--- src/rtl/cmdrsp_pkg.sv ---
package cmdrsp_pkg;

    localparam int PAYLOAD_BYTES   = 5;
    localparam int REPLY_LEN_LIMIT = 126;

    localparam logic [7:0] ACK_NO_REPLY = 8'h00;
    localparam logic [7:0] ACK_REPLY    = 8'h01;
    localparam logic [7:0] FINAL_ACK    = 8'h00;

    typedef enum logic [1:0] {
        OP_ADDR = 2'd0,
        OP_WR   = 2'd1,
        OP_RD   = 2'd2,
        OP_STOP = 2'd3
    } bm_op_e;

    typedef enum logic [3:0] {
        ST_IDLE,
        ST_C_ADDR, ST_C_BYTE, ST_C_STOP,
        ST_A_ADDR, ST_A_READ, ST_A_STOP,
        ST_R_ADDR, ST_R_LEN, ST_R_DATA, ST_R_SUM, ST_R_STOP,
        ST_F_ADDR, ST_F_BYTE, ST_F_STOP
    } seq_state_e;

    typedef enum logic [1:0] {
        ACK_K_DONE,
        ACK_K_MORE,
        ACK_K_BAD
    } ack_kind_e;

    typedef struct packed {
        logic reply;
        logic nak;
        logic tmo;
        logic frame;
        logic csum;
    } seq_flags_t;

    typedef struct packed {
        bm_op_e     op;
        logic [7:0] data;
    } bm_word_t;

    function automatic ack_kind_e classify_ack(input logic [7:0] b);
        if (b == ACK_NO_REPLY)   return ACK_K_DONE;
        else if (b == ACK_REPLY) return ACK_K_MORE;
        else                     return ACK_K_BAD;
    endfunction

    function automatic logic [7:0] addr_word(input logic [6:0] a, input logic rd);
        return {a, rd};
    endfunction

endpackage

--- src/rtl/cmdrsp_sum8.sv ---
module cmdrsp_sum8 #(
    parameter int W = 8
) (
    input  logic         clk,
    input  logic         rst,
    input  logic         clr,
    input  logic         add,
    input  logic [W-1:0] din,
    output logic [W-1:0] sum
);
    logic [W-1:0] sum_q;

    always_ff @(posedge clk) begin
        if (rst || clr)
            sum_q <= '0;
        else if (add)
            sum_q <= sum_q + din;
    end

    assign sum = sum_q;
endmodule

--- src/rtl/cmdrsp_wait.sv ---
module cmdrsp_wait #(
    parameter int TW = 16
) (
    input  logic          clk,
    input  logic          rst,
    input  logic          run,
    input  logic [TW-1:0] limit,
    output logic          expired
);
    logic [TW-1:0] cnt_q;

    always_ff @(posedge clk) begin
        if (rst || !run)
            cnt_q <= '0;
        else if (cnt_q != limit)
            cnt_q <= cnt_q + 1'b1;
    end

    assign expired = run && (cnt_q == limit);
endmodule

--- src/rtl/cmdrsp_seq.sv ---
module cmdrsp_seq
    import cmdrsp_pkg::*;
#(
    parameter int PAYLOAD_N = PAYLOAD_BYTES,
    parameter int TMO_W     = 16,
    parameter int LEN_LIMIT = REPLY_LEN_LIMIT
) (
    input  logic                   clk,
    input  logic                   rst,
    input  logic                   cmd_valid,
    input  logic [6:0]             cmd_slave,
    input  logic [PAYLOAD_N*8-1:0] cmd_payload,
    input  logic [7:0]             cmd_ret,
    input  logic [TMO_W-1:0]       ack_limit,
    output logic                   busy,
    output logic                   done,
    output logic                   flag_reply,
    output logic                   flag_nak,
    output logic                   flag_timeout,
    output logic                   flag_framing,
    output logic                   flag_csum,
    output logic                   rx_valid,
    output logic [7:0]             rx_data,
    output logic                   bm_req,
    output logic [1:0]             bm_op,
    output logic [7:0]             bm_wdata,
    input  logic                   bm_done,
    input  logic [7:0]             bm_rdata
);
    localparam int IDX_W    = 8;
    localparam int CMD_LAST = PAYLOAD_N + 1;

    seq_state_e             st_q, st_d;
    logic [IDX_W-1:0]       idx_q, idx_d, idx_nx;
    logic [6:0]             slave_q;
    logic [PAYLOAD_N*8-1:0] pl_q;
    logic [7:0]             ret_q, ack_q;
    logic [IDX_W-1:0]       len_q;
    logic                   pend_frame_q, pend_csum_q;
    seq_flags_t             flags_q, fin_flags;
    logic                   done_q, rxv_q;
    logic [7:0]             rxd_q;

    logic       load, fin_en, ack_ld, len_ld, rx_ld;
    logic       pend_frame_set, pend_csum_set;
    logic       acc_clr, acc_add, tmo_hit;
    logic [7:0] acc_din, acc_sum, cmd_byte;
    bm_word_t   word;

    assign load   = (st_q == ST_IDLE) && cmd_valid;
    assign idx_nx = idx_q + 1'b1;

    cmdrsp_sum8 #(.W(8)) u_sum (
        .clk (clk),
        .rst (rst),
        .clr (acc_clr),
        .add (acc_add),
        .din (acc_din),
        .sum (acc_sum)
    );

    cmdrsp_wait #(.TW(TMO_W)) u_wait (
        .clk     (clk),
        .rst     (rst),
        .run     (st_q == ST_A_READ),
        .limit   (ack_limit),
        .expired (tmo_hit)
    );

    // Byte placed on the bus during the command frame
    always_comb begin
        cmd_byte = acc_sum;
        if (idx_q == IDX_W'(PAYLOAD_N))
            cmd_byte = ret_q;
        for (int i = 0; i < PAYLOAD_N; i++)
            if (idx_q == IDX_W'(i))
                cmd_byte = pl_q[i*8 +: 8];
    end

    always_comb begin
        st_d           = st_q;
        idx_d          = idx_q;
        word           = '{op: OP_STOP, data: 8'h00};
        acc_clr        = 1'b0;
        acc_add        = 1'b0;
        acc_din        = bm_rdata;
        fin_en         = 1'b0;
        fin_flags      = '0;
        ack_ld         = 1'b0;
        len_ld         = 1'b0;
        rx_ld          = 1'b0;
        pend_frame_set = 1'b0;
        pend_csum_set  = 1'b0;
        case (st_q)
            ST_IDLE: begin
                if (cmd_valid) begin
                    st_d    = ST_C_ADDR;
                    idx_d   = '0;
                    acc_clr = 1'b1;
                end
            end
            ST_C_ADDR: begin
                word = '{op: OP_ADDR, data: addr_word(slave_q, 1'b0)};
                if (bm_done) st_d = ST_C_BYTE;
            end
            ST_C_BYTE: begin
                word = '{op: OP_WR, data: cmd_byte};
                if (bm_done) begin
                    if (idx_q == IDX_W'(CMD_LAST)) begin
                        st_d = ST_C_STOP;
                    end else begin
                        idx_d   = idx_nx;
                        acc_add = 1'b1;
                        acc_din = cmd_byte;
                    end
                end
            end
            ST_C_STOP: begin
                if (bm_done) st_d = ST_A_ADDR;
            end
            ST_A_ADDR: begin
                word = '{op: OP_ADDR, data: addr_word(slave_q, 1'b1)};
                if (bm_done) st_d = ST_A_READ;
            end
            ST_A_READ: begin
                word = '{op: OP_RD, data: 8'h00};
                if (bm_done) begin
                    ack_ld = 1'b1;
                    st_d   = ST_A_STOP;
                end else if (tmo_hit) begin
                    fin_en        = 1'b1;
                    fin_flags.tmo = 1'b1;
                    st_d          = ST_IDLE;
                end
            end
            ST_A_STOP: begin
                if (bm_done) begin
                    case (classify_ack(ack_q))
                        ACK_K_DONE: begin
                            fin_en = 1'b1;
                            st_d   = ST_IDLE;
                        end
                        ACK_K_MORE: st_d = ST_R_ADDR;
                        default: begin
                            fin_en        = 1'b1;
                            fin_flags.nak = 1'b1;
                            st_d          = ST_IDLE;
                        end
                    endcase
                end
            end
            ST_R_ADDR: begin
                word = '{op: OP_ADDR, data: addr_word(slave_q, 1'b1)};
                if (bm_done) begin
                    acc_clr = 1'b1;
                    st_d    = ST_R_LEN;
                end
            end
            ST_R_LEN: begin
                word = '{op: OP_RD, data: 8'h00};
                if (bm_done) begin
                    len_ld  = 1'b1;
                    acc_add = 1'b1;
                    idx_d   = '0;
                    if (bm_rdata >= 8'(LEN_LIMIT)) begin
                        pend_frame_set = 1'b1;
                        st_d           = ST_R_STOP;
                    end else if (bm_rdata == 8'h00) begin
                        st_d = ST_R_SUM;
                    end else begin
                        st_d = ST_R_DATA;
                    end
                end
            end
            ST_R_DATA: begin
                word = '{op: OP_RD, data: 8'h00};
                if (bm_done) begin
                    acc_add = 1'b1;
                    rx_ld   = 1'b1;
                    idx_d   = idx_nx;
                    if (idx_nx == len_q) st_d = ST_R_SUM;
                end
            end
            ST_R_SUM: begin
                word = '{op: OP_RD, data: 8'h00};
                if (bm_done) begin
                    pend_csum_set = (bm_rdata != acc_sum);
                    st_d          = ST_R_STOP;
                end
            end
            ST_R_STOP: begin
                if (bm_done) begin
                    if (pend_frame_q) begin
                        fin_en          = 1'b1;
                        fin_flags.frame = 1'b1;
                        st_d            = ST_IDLE;
                    end else if (pend_csum_q) begin
                        fin_en         = 1'b1;
                        fin_flags.csum = 1'b1;
                        st_d           = ST_IDLE;
                    end else begin
                        st_d = ST_F_ADDR;
                    end
                end
            end
            ST_F_ADDR: begin
                word = '{op: OP_ADDR, data: addr_word(slave_q, 1'b0)};
                if (bm_done) st_d = ST_F_BYTE;
            end
            ST_F_BYTE: begin
                word = '{op: OP_WR, data: FINAL_ACK};
                if (bm_done) st_d = ST_F_STOP;
            end
            ST_F_STOP: begin
                if (bm_done) begin
                    fin_en          = 1'b1;
                    fin_flags.reply = 1'b1;
                    st_d            = ST_IDLE;
                end
            end
            default: st_d = ST_IDLE;
        endcase
    end

    always_ff @(posedge clk) begin
        if (rst) begin
            st_q         <= ST_IDLE;
            idx_q        <= '0;
            slave_q      <= '0;
            pl_q         <= '0;
            ret_q        <= '0;
            ack_q        <= '0;
            len_q        <= '0;
            pend_frame_q <= 1'b0;
            pend_csum_q  <= 1'b0;
            flags_q      <= '0;
            done_q       <= 1'b0;
            rxv_q        <= 1'b0;
            rxd_q        <= '0;
        end else begin
            st_q   <= st_d;
            idx_q  <= idx_d;
            done_q <= fin_en;
            rxv_q  <= rx_ld;
            if (rx_ld)  rxd_q <= bm_rdata;
            if (ack_ld) ack_q <= bm_rdata;
            if (len_ld) len_q <= bm_rdata;
            if (pend_frame_set) pend_frame_q <= 1'b1;
            if (pend_csum_set)  pend_csum_q  <= 1'b1;
            if (load) begin
                slave_q      <= cmd_slave;
                pl_q         <= cmd_payload;
                ret_q        <= cmd_ret;
                flags_q      <= '0;
                pend_frame_q <= 1'b0;
                pend_csum_q  <= 1'b0;
            end
            if (fin_en) flags_q <= fin_flags;
        end
    end

    assign busy         = (st_q != ST_IDLE);
    assign done         = done_q;
    assign flag_reply   = flags_q.reply;
    assign flag_nak     = flags_q.nak;
    assign flag_timeout = flags_q.tmo;
    assign flag_framing = flags_q.frame;
    assign flag_csum    = flags_q.csum;
    assign rx_valid     = rxv_q;
    assign rx_data      = rxd_q;
    assign bm_req       = (st_q != ST_IDLE);
    assign bm_op        = word.op;
    assign bm_wdata     = word.data;
endmodule

--- config.mk ---
export PLATFORM = sky130hd
export DESIGN_NAME = cmdrsp_seq
export DESIGN_NICKNAME = d
export VERILOG_FILES = /design/src/rtl/cmdrsp_pkg.sv /design/src/rtl/cmdrsp_sum8.sv /design/src/rtl/cmdrsp_wait.sv /design/src/rtl/cmdrsp_seq.sv
export SDC_FILE = /design/constraint.sdc
export NUM_CORES = 1
export LEC_CHECK = 0
export ABC_AREA = 1
export BUFFER_PORTS_ARGS = -buffer_cell sky130_fd_sc_hd__buf_2
export CAP_MARGIN = 30
export CELL_PAD_IN_SITES_DETAIL_PLACEMENT = 0
export CELL_PAD_IN_SITES_GLOBAL_PLACEMENT = 2
export CORE_MARGIN = 2
export CORE_UTILIZATION = 31
export DETAILED_ROUTE_END_ITERATION = 6
export GPL_TIMING_DRIVEN = 1
export PLACE_DENSITY_LB_ADDON = 0.1
export RECOVER_POWER = 100
export REMOVE_ABC_BUFFERS = 1
export SETUP_SLACK_MARGIN = 0.5
export SYNTH_ARGS = -nofsm -noshare
export SYNTH_HDL_FRONTEND = slang
export SYNTH_HIERARCHICAL = 1
export SYNTH_SLANG_ARGS = --single-unit
--- constraint.sdc ---
create_clock -name clk -period 3.15 [get_ports clk]
set_input_delay 0.1575 -clock clk [delete_from_list [all_inputs] [get_ports clk]]
set_output_delay 0.1575 -clock clk [all_outputs]
set_load 0.03 [all_outputs]
==> results summary <==
The run finished, with violations left. The final reports fail on max-capacitance violations, max-slew violations. The tree is rooted in a sky130_fd_sc_hd__clkbuf_16.

The reported leakage power is 3.99 nW. The distinct cell type count after synthesis came out at 42. For the pin with the worst max-slew slack, the measured transition is 1560 ps. The first-pass detailed-route iteration total is 6.

The TritonCTS clock tree is yes. The repair_antennas step left the layout with diodes totalling 0. The initial antenna violation count is 0. The area growth from synthesis to layout is 25.7%. The residual antenna-violating net count after detailed routing is 0. The worst setup path is of the flop to output pin kind. The number of standard-cell rows in the floorplan came out at 56. The number of levels in the clock H-tree is 4. The number of nets in the finished design came out at 1396. The largest vdd supply drop came out at 0.328 mV.

The max-slew violation count came out at 84. The post-placement cell area is 8330 sq um. The pin count of the biggest net entering global routing is 84. The number of DRC violations after detailed routing came out at 0. In this run the worst path has a maximum fanout of 8. The via count normalized by instance count is 4.63. The starting DRC count in detailed routing came out at 518. Of the cells placed in the final design, the portion with a size suffix greater than 1 is 19.5%. The setup TNS after final layout is 0 ps. In the finished design, the share of the clock period the worst path needs comes to 90.4%. The routed design could run at a clock period as short as 2850 ps. The type of element capturing the critical path is an output pin.

At the worst endpoint, the required time is 2990 ps. The final route contains 7561 vias. STA classifies the critical path startpoint as a flop. The synthesized instance count came out at 1152.

The mean instance size in the synthesized netlist came out at 6.49 sq um. The number of port buffers came out at 109. The synthesized area came out at 7470 sq um.

The sequential-to-total area share from yosys stat is 33.2%. The via count of the first global-routing pass is 7128. The initial cell density of the core is 31.7%. The number of buffers added by the clock tree synthesis step is 17. The half-perimeter wire length after detailed placement came out at 17300 um. The average detailed-routed wire length per instance came out at 14.7 um. The power density over the cells came out at 660 nW/um^2. Based on the critical path, the design can be clocked at up to 0.351 GHz.

The last weighted congestion value of the routability-driven placer is 0.791. The number of ports placed on the die boundary is 110. The die boundary height is 159 um. The final hold violation count is 0. The final core area utilization came out at 39.9%. The clock skew after layout is 7.67 ps. The area of the die is 25400 sq um. The residual overflow from global routing is 0.

The warning count from the yosys run is 6. The final cell count without fillers is 1632. The global-route usage over all layers is 18.7%. Summed over all layers, the routed wires come to 24000 um. The latest clock arrival within the worst-skew pair came out at 430 ps.

After clock tree synthesis, the clock-pin slew on the worst setup and hold paths is 60 ps. Measured against its own limit, the worst slew margin works out to -3.89%. The core area came out at 23500 sq um. The final setup violation count came out at 0.

The number of clock sinks seen by CTS came out at 124. The horizontal die dimension is 159 um. The data arrival time of the worst path is 2690 ps.

Setup repair after global routing could not meet its margin everywhere. The finished layout cell area is 9400 sq um. The worst hold-check path type is primary input to flop. Across the run, the number of max-cap violations was 1.

Once placement completed, the tool counted placed cells totaling 1556. The number of flip-flops and latches in the synthesized netlist came out at 124. No sink is reached through more buffers than the 2 on the longest clock path. The global-route wire length before repair is 37800 um.
[cells in the final DEF, fill, tap and decap left out, drive strengths merged, types with 21 or more instances in the layout]
cell type    Yosys  routed
clkbuf          20      42
dfxtp          124     124
a21oi          128     128
inv            144     152
buf             28     130
o21ai           61      61
nor2            98      99
dlygate4sd3      0      21
nand2          342     342
nand3          123     123
[cell type report]
type                       instances  area, sq um
clock inverter                    15          154
clock buffer                      17          425
fill                            2656        14100
sequential                       124         2490
tap                              319          399
inverter                         144          551
multi-input combinational        837         4250
timing repair buffer             176         1120
[cells by family after synthesis]
logic type	synth area share, %
adders and majority gates	2.28
and+or+nand+nor	36.6
AOI/OAI and AO/OA	14.6
buffers and inverters	10.8
xor gates and xnor gates	2.46
DFF	33.2
[layer usage]
metal  track usage [%]  part of all wire [%]
met5                 0                     0
met4              5.37                   1.1
met3              3.02                   3.5
met2              28.9                    44
met1              26.8                    52
[synth_stat cells (all sizes together)]
master	count	area (sq um)
nand3	123	678
xnor2	11	96.3
ha	12	150
nor2	98	453
nor3	7	56.3
nand4	15	93.8
a221oi	1	8.76
clkbuf	20	75.1
o41ai	1	8.76
inv	144	541
xor2	10	87.6
or2	2	17.5
nand3b	6	57.6
o21bai	7	52.6
o31ai	1	7.51
nor4	5	46.3
o211ai	5	37.5
a21oi	128	659
fa	1	20.0
dfxtp	124	2480
buf	28	195
nand2	342	1330
o21ai	61	317
[through the flow]
step | total power [mW] | hold slack, ps | setup WS, ps
floorplan | 3.46 | 227 | 333
CTS | 6.29 | 0.570 | 501
global placement | 4.20 | 435 | 215
detailed placement | 4.19 | 436 | 173
finish | 6.20 | 16.0 | 303
global route | 6.63 | 6.96 | 103
[worst max-delay path, cell delays in order (launching register included)]
cell                       delay (ps)
sky130_fd_sc_hd__dfxtp_4          370
sky130_fd_sc_hd__inv_4             70
sky130_fd_sc_hd__ha_4             160
sky130_fd_sc_hd__nand3_4          140
sky130_fd_sc_hd__buf_4            180
sky130_fd_sc_hd__o21bai_1         140
sky130_fd_sc_hd__nand3_1          140
sky130_fd_sc_hd__nand3_1          100
sky130_fd_sc_hd__nand3_1           80
sky130_fd_sc_hd__nand2_1           80
sky130_fd_sc_hd__nand2_1           50
sky130_fd_sc_hd__nand2_1          150
sky130_fd_sc_hd__buf_4            140
sky130_fd_sc_hd__nand2_1           40
sky130_fd_sc_hd__nand2_1           60
sky130_fd_sc_hd__clkbuf_1         370
[path summary, 6_finish.rpt]
kind              slack [ps]  startpoint  depth (start not counted)      endpoint
setup reg to reg         330    idx_q[1]                         20  u_sum/sum[6]
hold / removal            20  cmd_ret[4]                          3      ret_q[4]
hold reg to reg          450    ack_q[2]                          2      ack_q[2]
setup / recovery         300    idx_q[1]                         15   bm_wdata[3]
[state kept, by name, indices dropped and copies added, names as in the netlist]
name          count
pl_q             40
u_wait/cnt_q     16
ack_q             8
idx_q             8
len_q             8
ret_q             8
rx_data           8
u_sum/sum         8
slave_q           7
st_q              4
done              1
flag_csum         1
flag_framing      1
flag_nak          1
flag_reply        1
flag_timeout      1
pend_csum_q       1
pend_frame_q      1
rx_valid          1
[report_power, final]
group / internal (mW) / switching (mW)
Clock: 1.11 / 0.847
Combinational: 0.769 / 1.50
Sequential: 1.81 / 0.163
Total: 3.69 / 2.51
[what timing repair did]
item	4_1_cts	5_1_grt
gates cloned	1	0
endpoints found under the hold margin	21	0
hold buffers	21	0
gates resized for setup	30	32
pin swaps	17	22
buffers inserted	14	8
setup endpoints to repair	15	9
No activity file was read; power rests on OpenSTA's default activity.
